==> config.mk <==
export PLATFORM = sky130hd
export DESIGN_NAME = hbus_target_bridge
export DESIGN_NICKNAME = d
export VERILOG_FILES = /design/src/rtl/hbb_pkg.sv /design/src/rtl/hbb_rst_sync.sv /design/src/rtl/hbb_decode.sv /design/src/rtl/hbb_ctrl.sv /design/src/rtl/hbb_datapath.sv /design/src/rtl/hbus_target_bridge.sv
export SDC_FILE = /design/constraint.sdc
export NUM_CORES = 1
export LEC_CHECK = 0
export BUFFER_PORTS_ARGS = -buffer_cell sky130_fd_sc_hd__buf_2
export CORE_MARGIN = 2
export CORE_UTILIZATION = 37
export DETAILED_ROUTE_END_ITERATION = 16
export HOLD_SLACK_MARGIN = 0.12
export PLACE_DENSITY = 0.7
export SETUP_SLACK_MARGIN = 0.5
export SLEW_MARGIN = 20
export SYNTH_ARGS = -nofsm -noshare
export SYNTH_HDL_FRONTEND = slang
export SYNTH_SLANG_ARGS = --single-unit
==> constraint.sdc <==
create_clock -name clk -period 1.55 [get_ports clk]
set_input_delay 0 -clock clk [delete_from_list [all_inputs] [get_ports clk]]
set_output_delay 0 -clock clk [all_outputs]
set_load 0.05 [all_outputs]
==> src/rtl/hbb_pkg.sv <==
package hbb_pkg;

  typedef enum logic [1:0] {
    ST_IDLE = 2'd0,
    ST_DATA = 2'd1,
    ST_WAIT = 2'd2,
    ST_ACK  = 2'd3
  } hbb_state_e;

  // Source of the read-data register load
  typedef enum logic [1:0] {
    RSRC_NONE = 2'd0,
    RSRC_REG  = 2'd1,
    RSRC_USR  = 2'd2,
    RSRC_FILL = 2'd3
  } hbb_rsrc_e;

endpackage

==> src/rtl/hbb_rst_sync.sv <==
module hbb_rst_sync #(
  parameter int STAGES = 2
) (
  input  logic clk,
  input  logic rst_n,
  output logic rst_n_sync
);

  logic [STAGES-1:0] chain_q;

  always_ff @(posedge clk or negedge rst_n) begin
    if (!rst_n) chain_q <= '0;
    else        chain_q <= {chain_q[STAGES-2:0], 1'b1};
  end

  assign rst_n_sync = chain_q[STAGES-1];

endmodule

==> src/rtl/hbb_decode.sv <==
module hbb_decode (
  input  logic cs_n_i,
  input  logic cs_i,
  input  logic ts_n_i,
  output logic selected_o,
  output logic begin_o
);

  always_comb begin
    selected_o = !cs_n_i && cs_i;
    begin_o    = selected_o && !ts_n_i;
  end

endmodule

==> src/rtl/hbb_ctrl.sv <==
module hbb_ctrl
  import hbb_pkg::*;
#(
  parameter int WDOG_CYCLES = 256
) (
  input  logic      clk,
  input  logic      rst_n,
  input  logic      begin_i,
  input  logic      space_i,
  input  logic      end_i,
  output hbb_state_e state_o,
  output logic      hdr_en_o,
  output logic      wd_en_o,
  output hbb_rsrc_e rsrc_o,
  output logic      start_o,
  output logic      timeout_o
);

  localparam int CW = $clog2(WDOG_CYCLES + 1);
  localparam logic [CW-1:0] LAST = CW'(WDOG_CYCLES - 1);

  hbb_state_e state_q, state_d;
  logic [CW-1:0] cnt_q, cnt_d;
  logic          start_q, start_d;
  logic          to_q, to_d;
  logic          expire;

  always_comb begin
    state_d  = state_q;
    cnt_d    = cnt_q;
    start_d  = 1'b0;
    to_d     = to_q;
    hdr_en_o = 1'b0;
    wd_en_o  = 1'b0;
    rsrc_o   = RSRC_NONE;
    expire   = (cnt_q == LAST);
    case (state_q)
      ST_IDLE: begin
        cnt_d = '0;
        if (begin_i) begin
          hdr_en_o = 1'b1;
          to_d     = 1'b0;
          state_d  = ST_DATA;
        end
      end
      ST_DATA: begin
        wd_en_o = 1'b1;
        if (space_i) begin
          start_d = 1'b1;
          state_d = ST_WAIT;
        end else begin
          rsrc_o  = RSRC_REG;
          state_d = ST_ACK;
        end
      end
      ST_WAIT: begin
        cnt_d = cnt_q + 1'b1;
        if (end_i) begin
          rsrc_o  = RSRC_USR;
          state_d = ST_ACK;
        end else if (expire) begin
          rsrc_o  = RSRC_FILL;
          to_d    = 1'b1;
          state_d = ST_ACK;
        end
      end
      default: begin
        cnt_d   = '0;
        state_d = ST_IDLE;
      end
    endcase
  end

  always_ff @(posedge clk or negedge rst_n) begin
    if (!rst_n) begin
      state_q <= ST_IDLE;
      cnt_q   <= '0;
      start_q <= 1'b0;
      to_q    <= 1'b0;
    end else begin
      state_q <= state_d;
      cnt_q   <= cnt_d;
      start_q <= start_d;
      to_q    <= to_d;
    end
  end

  assign state_o   = state_q;
  assign start_o   = start_q;
  assign timeout_o = to_q;

endmodule

==> src/rtl/hbb_datapath.sv <==
module hbb_datapath
  import hbb_pkg::*;
#(
  parameter int AW = 5,
  parameter int DW = 8
) (
  input  logic          clk,
  input  logic          rst_n,
  input  logic          hdr_en_i,
  input  logic          wd_en_i,
  input  hbb_rsrc_e     rsrc_i,
  input  logic [AW-1:0] addr_i,
  input  logic          rnw_i,
  input  logic [DW-1:0] wdata_i,
  input  logic [DW-1:0] reg_rdata_i,
  input  logic [DW-1:0] usr_rdata_i,
  input  logic          usr_irq_n_i,
  output logic          space_o,
  output logic          rd_o,
  output logic [AW-2:0] loc_addr_o,
  output logic [DW-1:0] wdata_o,
  output logic [DW-1:0] rdata_o,
  output logic          irq_pend_o
);

  logic [AW-1:0] addr_q;
  logic          rd_q;
  logic [DW-1:0] wd_q, rd_data_q, rd_data_d;
  logic          irq_q;

  always_comb begin
    case (rsrc_i)
      RSRC_REG:  rd_data_d = reg_rdata_i;
      RSRC_USR:  rd_data_d = usr_rdata_i;
      RSRC_FILL: rd_data_d = '1;
      default:   rd_data_d = rd_data_q;
    endcase
  end

  always_ff @(posedge clk or negedge rst_n) begin
    if (!rst_n) begin
      addr_q    <= '0;
      rd_q      <= 1'b0;
      wd_q      <= '0;
      rd_data_q <= '0;
      irq_q     <= 1'b0;
    end else begin
      if (hdr_en_i) begin
        addr_q <= addr_i;
        rd_q   <= rnw_i;
      end
      if (wd_en_i) wd_q <= wdata_i;
      rd_data_q <= rd_data_d;
      irq_q     <= !usr_irq_n_i;
    end
  end

  assign space_o    = addr_q[AW-1];
  assign loc_addr_o = addr_q[AW-2:0];
  assign rd_o       = rd_q;
  assign wdata_o    = wd_q;
  assign rdata_o    = rd_data_q;
  assign irq_pend_o = irq_q;

endmodule

==> src/rtl/hbus_target_bridge.sv <==
module hbus_target_bridge
  import hbb_pkg::*;
#(
  parameter int AW          = 5,
  parameter int DW          = 8,
  parameter int WDOG_CYCLES = 256
) (
  input  logic          clk,
  input  logic          rst_n,
  input  logic          cs_n_i,
  input  logic          cs_i,
  input  logic          rnw_i,
  input  logic          ts_n_i,
  input  logic [AW-1:0] addr_i,
  input  logic [DW-1:0] wdata_i,
  output logic [DW-1:0] rdata_o,
  output logic          data_oe_o,
  output logic          ack_n_o,
  output logic          burst_inh_n_o,
  output logic          irq_n_o,
  output logic [AW-2:0] loc_addr_o,
  output logic [DW-1:0] wdata_o,
  output logic          reg_wr_o,
  input  logic [DW-1:0] reg_rdata_i,
  output logic          usr_rd_o,
  output logic          usr_start_o,
  input  logic          usr_end_i,
  input  logic [DW-1:0] usr_rdata_i,
  input  logic          usr_irq_n_i,
  output logic          irq_pend_o,
  output logic          timeout_o
);

  logic       rst_n_s;
  logic       selected, begin_x;
  logic       hdr_en, wd_en, space_q, rd_q;
  hbb_rsrc_e  rsrc;
  hbb_state_e state;

  hbb_rst_sync #(.STAGES(2)) u_rst (
    .clk(clk), .rst_n(rst_n), .rst_n_sync(rst_n_s)
  );

  hbb_decode u_dec (
    .cs_n_i(cs_n_i), .cs_i(cs_i), .ts_n_i(ts_n_i),
    .selected_o(selected), .begin_o(begin_x)
  );

  hbb_ctrl #(.WDOG_CYCLES(WDOG_CYCLES)) u_ctrl (
    .clk(clk), .rst_n(rst_n_s), .begin_i(begin_x), .space_i(space_q),
    .end_i(usr_end_i), .state_o(state), .hdr_en_o(hdr_en),
    .wd_en_o(wd_en), .rsrc_o(rsrc), .start_o(usr_start_o),
    .timeout_o(timeout_o)
  );

  hbb_datapath #(.AW(AW), .DW(DW)) u_dp (
    .clk(clk), .rst_n(rst_n_s), .hdr_en_i(hdr_en), .wd_en_i(wd_en),
    .rsrc_i(rsrc), .addr_i(addr_i), .rnw_i(rnw_i), .wdata_i(wdata_i),
    .reg_rdata_i(reg_rdata_i), .usr_rdata_i(usr_rdata_i),
    .usr_irq_n_i(usr_irq_n_i), .space_o(space_q), .rd_o(rd_q),
    .loc_addr_o(loc_addr_o), .wdata_o(wdata_o), .rdata_o(rdata_o),
    .irq_pend_o(irq_pend_o)
  );

  // selected is consumed only through begin_x; keep it for readability
  logic unused_sel;
  assign unused_sel = selected;

  always_comb begin
    ack_n_o       = !(state == ST_ACK);
    burst_inh_n_o = !(state == ST_ACK);
    data_oe_o     = rd_q && (state != ST_IDLE);
    reg_wr_o      = (state == ST_ACK) && !rd_q && !space_q;
    usr_rd_o      = rd_q;
    irq_n_o       = usr_irq_n_i;
  end

endmodule

After elaboration in Yosys (flattened, before gate mapping)
Cells that the tools add are included.
W data, S select, Z words.

operators by class
  add/sub/neg operators = 1
  equality and inequality tests = 11
  muxes and demuxes = 20
  reductions and logical operators = 17

operator list
  cell                   count
  $pmux W8 S3            1
  $pmux W9 S2            1
  $mux W1                10
  $mux W2                5
  $add A9 B1 Y9 const B  1
  $eq A9 B8 Y1 const B   1
  $eq A2 B2 Y1 const B   4
  $logic_not A1 Y1       6
  $pmux W2 S3            1
  $logic_and A1 B1 Y1    5
  $eq A2 B1 Y1 const B   2
  $ne A2 B2 Y1 const B   2
  $pmux W2 S2            1
  $reduce_and A4 Y1      1
  $reduce_bool A2 Y1     2
  $ne A3 B2 Y1 const B   1
  $reduce_bool A3 Y1     1
  $logic_not A2 Y1       1
  $ne A2 B1 Y1 const B   1
  $pmux W1 S2            1
  $reduce_and A2 Y1      1

storage, ports and cells
  register bits after elaboration = 38
  bits of input ports = 37
  output and inout port bits = 29
  logic and storage cells = 59

Depth between registers and ports, before layout
  depth in word-level cells = 6
  depth in mapped cells = 7
  depth with buffers taken out = 7

Cells and area by module
A second synthesis with hierarchy kept.

second synthesis, totals
  cell total of the unflattened synthesis = 149
  area, all modules = 1778.0 sq um

modules (own cells, without submodules)
  module              times used  cells an instance  area each (sq um)
  hbb_datapath        1           60                 938.4
  hbb_ctrl            1           79                 728.2
  hbb_rst_sync        1           3                  53.8
  hbus_target_bridge  1           5                  38.8
  hbb_decode          1           2                  18.8

Least setup slack after synthesis
No wires, ideal clock.

  kind = register -> output
  from = register u_ctrl.state_q[0], in the netlist u_ctrl.state_o[0]
  to = output reg_wr_o
  data arrival time = 1866 ps
  slack = -316 ps
  cell stages (with the launch flop) = 4
  cell sequence = dfrtp_1 ha_1 inv_1 nor3_1

on the way
  word-level cells in the longest chain between the ends = 3

ends and longest elaborated chain
  what                               line                      text
  from (decl)                        hbb_ctrl.sv:22            hbb_state_e state_q, state_d;
  from (signal assigned)             hbb_ctrl.sv:81            state_q <= state_d;
  $eq A2 B2 Y1                       hbus_target_bridge.sv:73  reg_wr_o = (state == ST_ACK) && !rd_q && !space_q;
  $logic_and A1 B1 Y1 (2 in series)  hbus_target_bridge.sv:73
  to (decl)                          hbus_target_bridge.sv:23  output logic reg_wr_o,

No other way between the ends.

Final worst setup path
  from = register u_ctrl.cnt_q[1]
  to = register u_dp.rd_data_q[3], in the netlist u_dp.rdata_o[3]

on the way
  word-level cells in the longest chain between the ends = 6

ends and longest elaborated chain
  what                                                      line                text
  from (decl)                                               hbb_ctrl.sv:23      logic [CW-1:0] cnt_q, cnt_d;
  from (signal assigned)                                    hbb_ctrl.sv:82      cnt_q <= cnt_d;
  $eq A9 B8 Y1 *                                            hbb_ctrl.sv:36      expire = (cnt_q == LAST);
  $mux W2 *                                                 hbb_ctrl.sv:61      end else if (expire) begin
  $mux W2 *                                                 hbb_ctrl.sv:58      if (end_i) begin
  $pmux W2 S2 *                                             hbb_ctrl.sv:37      case (state_q)
  $eq A2 B2 Y1 / $eq A2 B1 Y1 (equally long branches)       hbb_datapath.sv:32  case (rsrc_i)
  $pmux W8 S3 / $reduce_bool A3 Y1 (equally long branches)  -
  to (signal assigned)                                      hbb_datapath.sv:53  rd_data_q <= rd_data_d;
  to (decl)                                                 hbb_datapath.sv:28  logic [DW-1:0] wd_q, rd_data_q, rd_data_d;

Mark *: on every way between the ends. The rest lies on a longest branch, timed or not.
A chain may end at the register's enable or synchronous reset.

==> metrics.md <==
| Metric | Value |
|---|---|
| Max-cap violation count | `0` |
| Vias in the first global route | `approximately 1700` |
| Layout Utilization | `0.668` |
| Post-synthesis average cell area | `12.4 um2` |
| Hold depth | `3` |
| Congestion Overflow GR | `0` |
| FF-to-FF path depth | `7` |
| Hold WS | `0.0768 ns` |
| Htree depth | `2` |
| Commonest non-fill, non-tap cell in the layout | `buf_2` |
| Slew Limit Fails | `0` |
| RR Startpoint | `u_ctrl.cnt_q[1]` |
| TritonCTS clock tree | `built` |
| Number of buffers created by CTS | `5` |
| Synth Cell Area | `between 1500 and 2000 um2` |
| Adder-Cell Fraction of Synth Area | `0.0416` |
| Cell area after layout | `3150 um2` |
| Via density | `between 4 and 5` |
| Initial Util | `0.382` |
| Max clock buf depth | `2` |
| FILL cells | `323` |
| First-pass GRT wire length | `8.29 mm` |
| Maximum VDD drop | `between 0.001 and 0.0015 V` |
| Simple-gate portion of the synthesized area | `0.106` |
| PD cells | `between 2000 and 2500 nW/um2` |
| Area of the core | `4720 um2` |
| FP Rows | `25` |
| Post-route ant nets | `0` |
| Die Y | `73.8 um` |
| Port buffer count | `65` |
| Post-synthesis mux area share | `0.169` |
| Gr usage total | `0.203` |
| R2r endpoint | `u_dp.rdata_o[3]` |
| Area grow syn2layout | `74.9%` |
| Largest family of logic cells by synthesized area | `multiplexers` |
| Inserted Diodes | `0` |
| Failing checks | `setup timing` |
| Root buffer cell | `clkbuf_8` |
| Yosys reg bits | `38` |
| Worst setup margin | `-0.249 ns` |
| Reg clk slew, reported paths | `around 0.08 ns` |
| Clk_skew | `between 0.007 and 0.008 ns` |
| Setup crit start kind | `flip-flop` |
| Max_slew headroom | `0.570` |
| Wirelength per Cell | `around 15 um` |
| Final routed DRC violation total | `0` |
| Drt first pass iters | `4` |
| Tightest Hold Check Type | `input port to flip-flop` |
| Largest net degree at the start of global routing | `29` |
| Ports | `66` |
| Synth cell types | `28` |
| Clock sink count | `38` |
| Hold Vio Cnt, Final | `0` |
| Tmin final | `around 1.8 ns` |
| Placement Cell Area | `approximately 2500 um2` |
| Die X | `between 70 and 80 um` |
| Worst slew pin tran | `approximately 0.64 ns` |
| RSZ-0062 raised after global routing | `true` |
| Initial antenna violation count | `0` |
| P_leak | `1.51 nW` |
| Post-Synth XOR/XNOR Area | `0` |
| Hold_sp | `usr_rdata_i[0]` |
| Die ar. | `roughly 5400 um2` |
| WL final | `about 5.3 mm` |
| Vias | `1664` |
| RD Place Congestion | `roughly 0.76` |
| Worst EP arrival | `about 2.0 ns` |
| Final setup violation count | `16` |
| Synth Net Count | `between 150 and 200` |
| WP data required | `around 1.7 ns` |
| Tot Pwr | `about 6.6 mW` |
| Hold_buf cts | `29` |
| DRT iter0 DRCs | `49` |
| Setup slack, reg-to-reg | `-0.25 ns` |
| Clk_lat worst skew | `0.30 ns` |
| Yosys warnings | `0` |
| Critical Path Sink Type | `flip-flop` |
| Maximum clock frequency | `about 560 MHz` |
| Post-synthesis sequential area ratio | `0.527` |
| Run status | `finished, violations left` |
| Fin crit share | `1.16` |
| HPWL Detailed | `a little over 3 mm` |
| WS Path Type | `flip-flop to flip-flop` |
| Layout cell share with drive strength beyond 1 | `0.608` |
| Most frequent cells in the layout | `buf_2 (62), dfrtp_1 (36), dlygate4sd3_1 (29)` |
| Worst Path Max Fanout | `8` |
| Hold Path Sink | `u_dp.rdata_o[0]` |
| Nets@finish | `320` |
| Mapped Cells | `approximately 150` |
| Compound-Gate Fraction of Synth Area | `0.116` |
cells by family (layout without fill, tap and decap cells):
family                     Yosys count  after routing
DFF                                 38             38
and+or+nand+nor                     36             36
muxes                               27             27
AOI/OAI and AO/OA                   24             24
buffers and inverters               13            146
adders and majority gates            6              6
other                                1              1
worst max-delay path: stages (launching register included):
cell and delay, ns:
dfrtp_1 0.40, ha_2 0.21, nand3_2 0.07, nor2_2 0.04, ha_2 0.21, o211a_2 0.32
o32a_1 0.17, mux2_2 0.27
cell usage after synthesis:
cell type	instances	area (um2)
o211a_1	1	10.0
buf_6	1	11.3
o21ai_0	4	20.0
dfrtp_1	38	951
a22o_1	3	26.3
and2_1	1	6.26
nand4_1	1	6.26
nor3_1	1	5.00
mux2_2	27	304
o22a_1	1	8.76
nand2b_1	3	18.8
buf_2	4	20.0
o32a_1	8	80.1
or4_1	3	22.5
and4bb_2	1	12.5
conb_1	1	3.75
a21oi_1	2	10.0
nand3_1	8	40.0
buf_4	2	15.0
inv_1	6	22.5
nor2_1	6	22.5
nand2_1	8	30.0
o211ai_1	3	22.5
ha_1	6	75.1
nor2b_1	3	18.8
or3b_1	1	8.76
a21boi_4	1	18.8
a22oi_2	1	12.5
registers in the layout (all words and copies together), names as in the netlist:
signal            count
u_ctrl.cnt_q          9
u_dp.rdata_o          8
u_dp.wdata_o          8
u_dp.addr_q           5
u_ctrl.state_o        2
u_rst.chain_q         2
u_ctrl.start_o        1
u_ctrl.timeout_o      1
u_dp.irq_pend_o       1
u_dp.rd_o             1
worst max path at each step:
| stage | startpoint | end | slack [ns] |
|---|---|---|---|
| floorplan | u_ctrl.cnt_q[0] | u_dp.rdata_o[1] | -0.17 |
| detailed placement | u_ctrl.cnt_q[1] | u_dp.rdata_o[0] | -0.21 |
| CTS | u_ctrl.cnt_q[1] | u_dp.rdata_o[3] | -0.21 |
| finish | u_ctrl.cnt_q[1] | u_dp.rdata_o[3] | -0.25 |
| global placement | u_ctrl.cnt_q[1] | u_dp.rdata_o[0] | -0.18 |
| global route | u_ctrl.cnt_q[1] | u_dp.rdata_o[5] | -0.31 |
stage by stage:
step,std cells,TNS (ns),setup slack [ns]
6_report,345,-2.60,-0.249
3_5_place_dp,297,-2.08,-0.213
5_1_grt,345,-3.64,-0.308
2_1_floorplan,145,-1.48,-0.171
3_3_place_gp,297,-1.74,-0.179
4_1_cts,340,-2.24,-0.213
per-layer routing:
metal / track usage / share of wire / vias up
met4: 0.0687 / 0.019 / 0
met2: 0.331 / 0.53 / 37
met1: 0.265 / 0.42 / 823
met5: 0 / 0 / -
li1: - / - / 791
met3: 0.0494 / 0.033 / 13
timing repair:
action,in CTS,in global routing
hold endpoints to repair,25,4
buffers inserted,4,5
setup endpoints to repair,39,39
resized for setup,40,7
pin swaps,11,7
cloned,2,0
layout make-up:
class | instances | area, um2 | area share
multi-input cells | 94 | 976 | 0.309
clock buffers | 6 | 82.6 | 0.0262
well taps | 67 | 83.8 | 0.0266
inverters | 6 | 26.3 | 0.00833
flip-flops and latches | 38 | 953 | 0.302
repair buffers | 132 | 1020 | 0.323
clock inverters | 2 | 12.5 | 0.00397
power by group:
| part | switching, mW | internal [mW] |
|---|---|---|
| combinational | 2.34 | 1.92 |
| sequential | 0.224 | 1.36 |
| clock | 0.373 | 0.358 |
No activity file was read; power rests on OpenSTA's default activity.
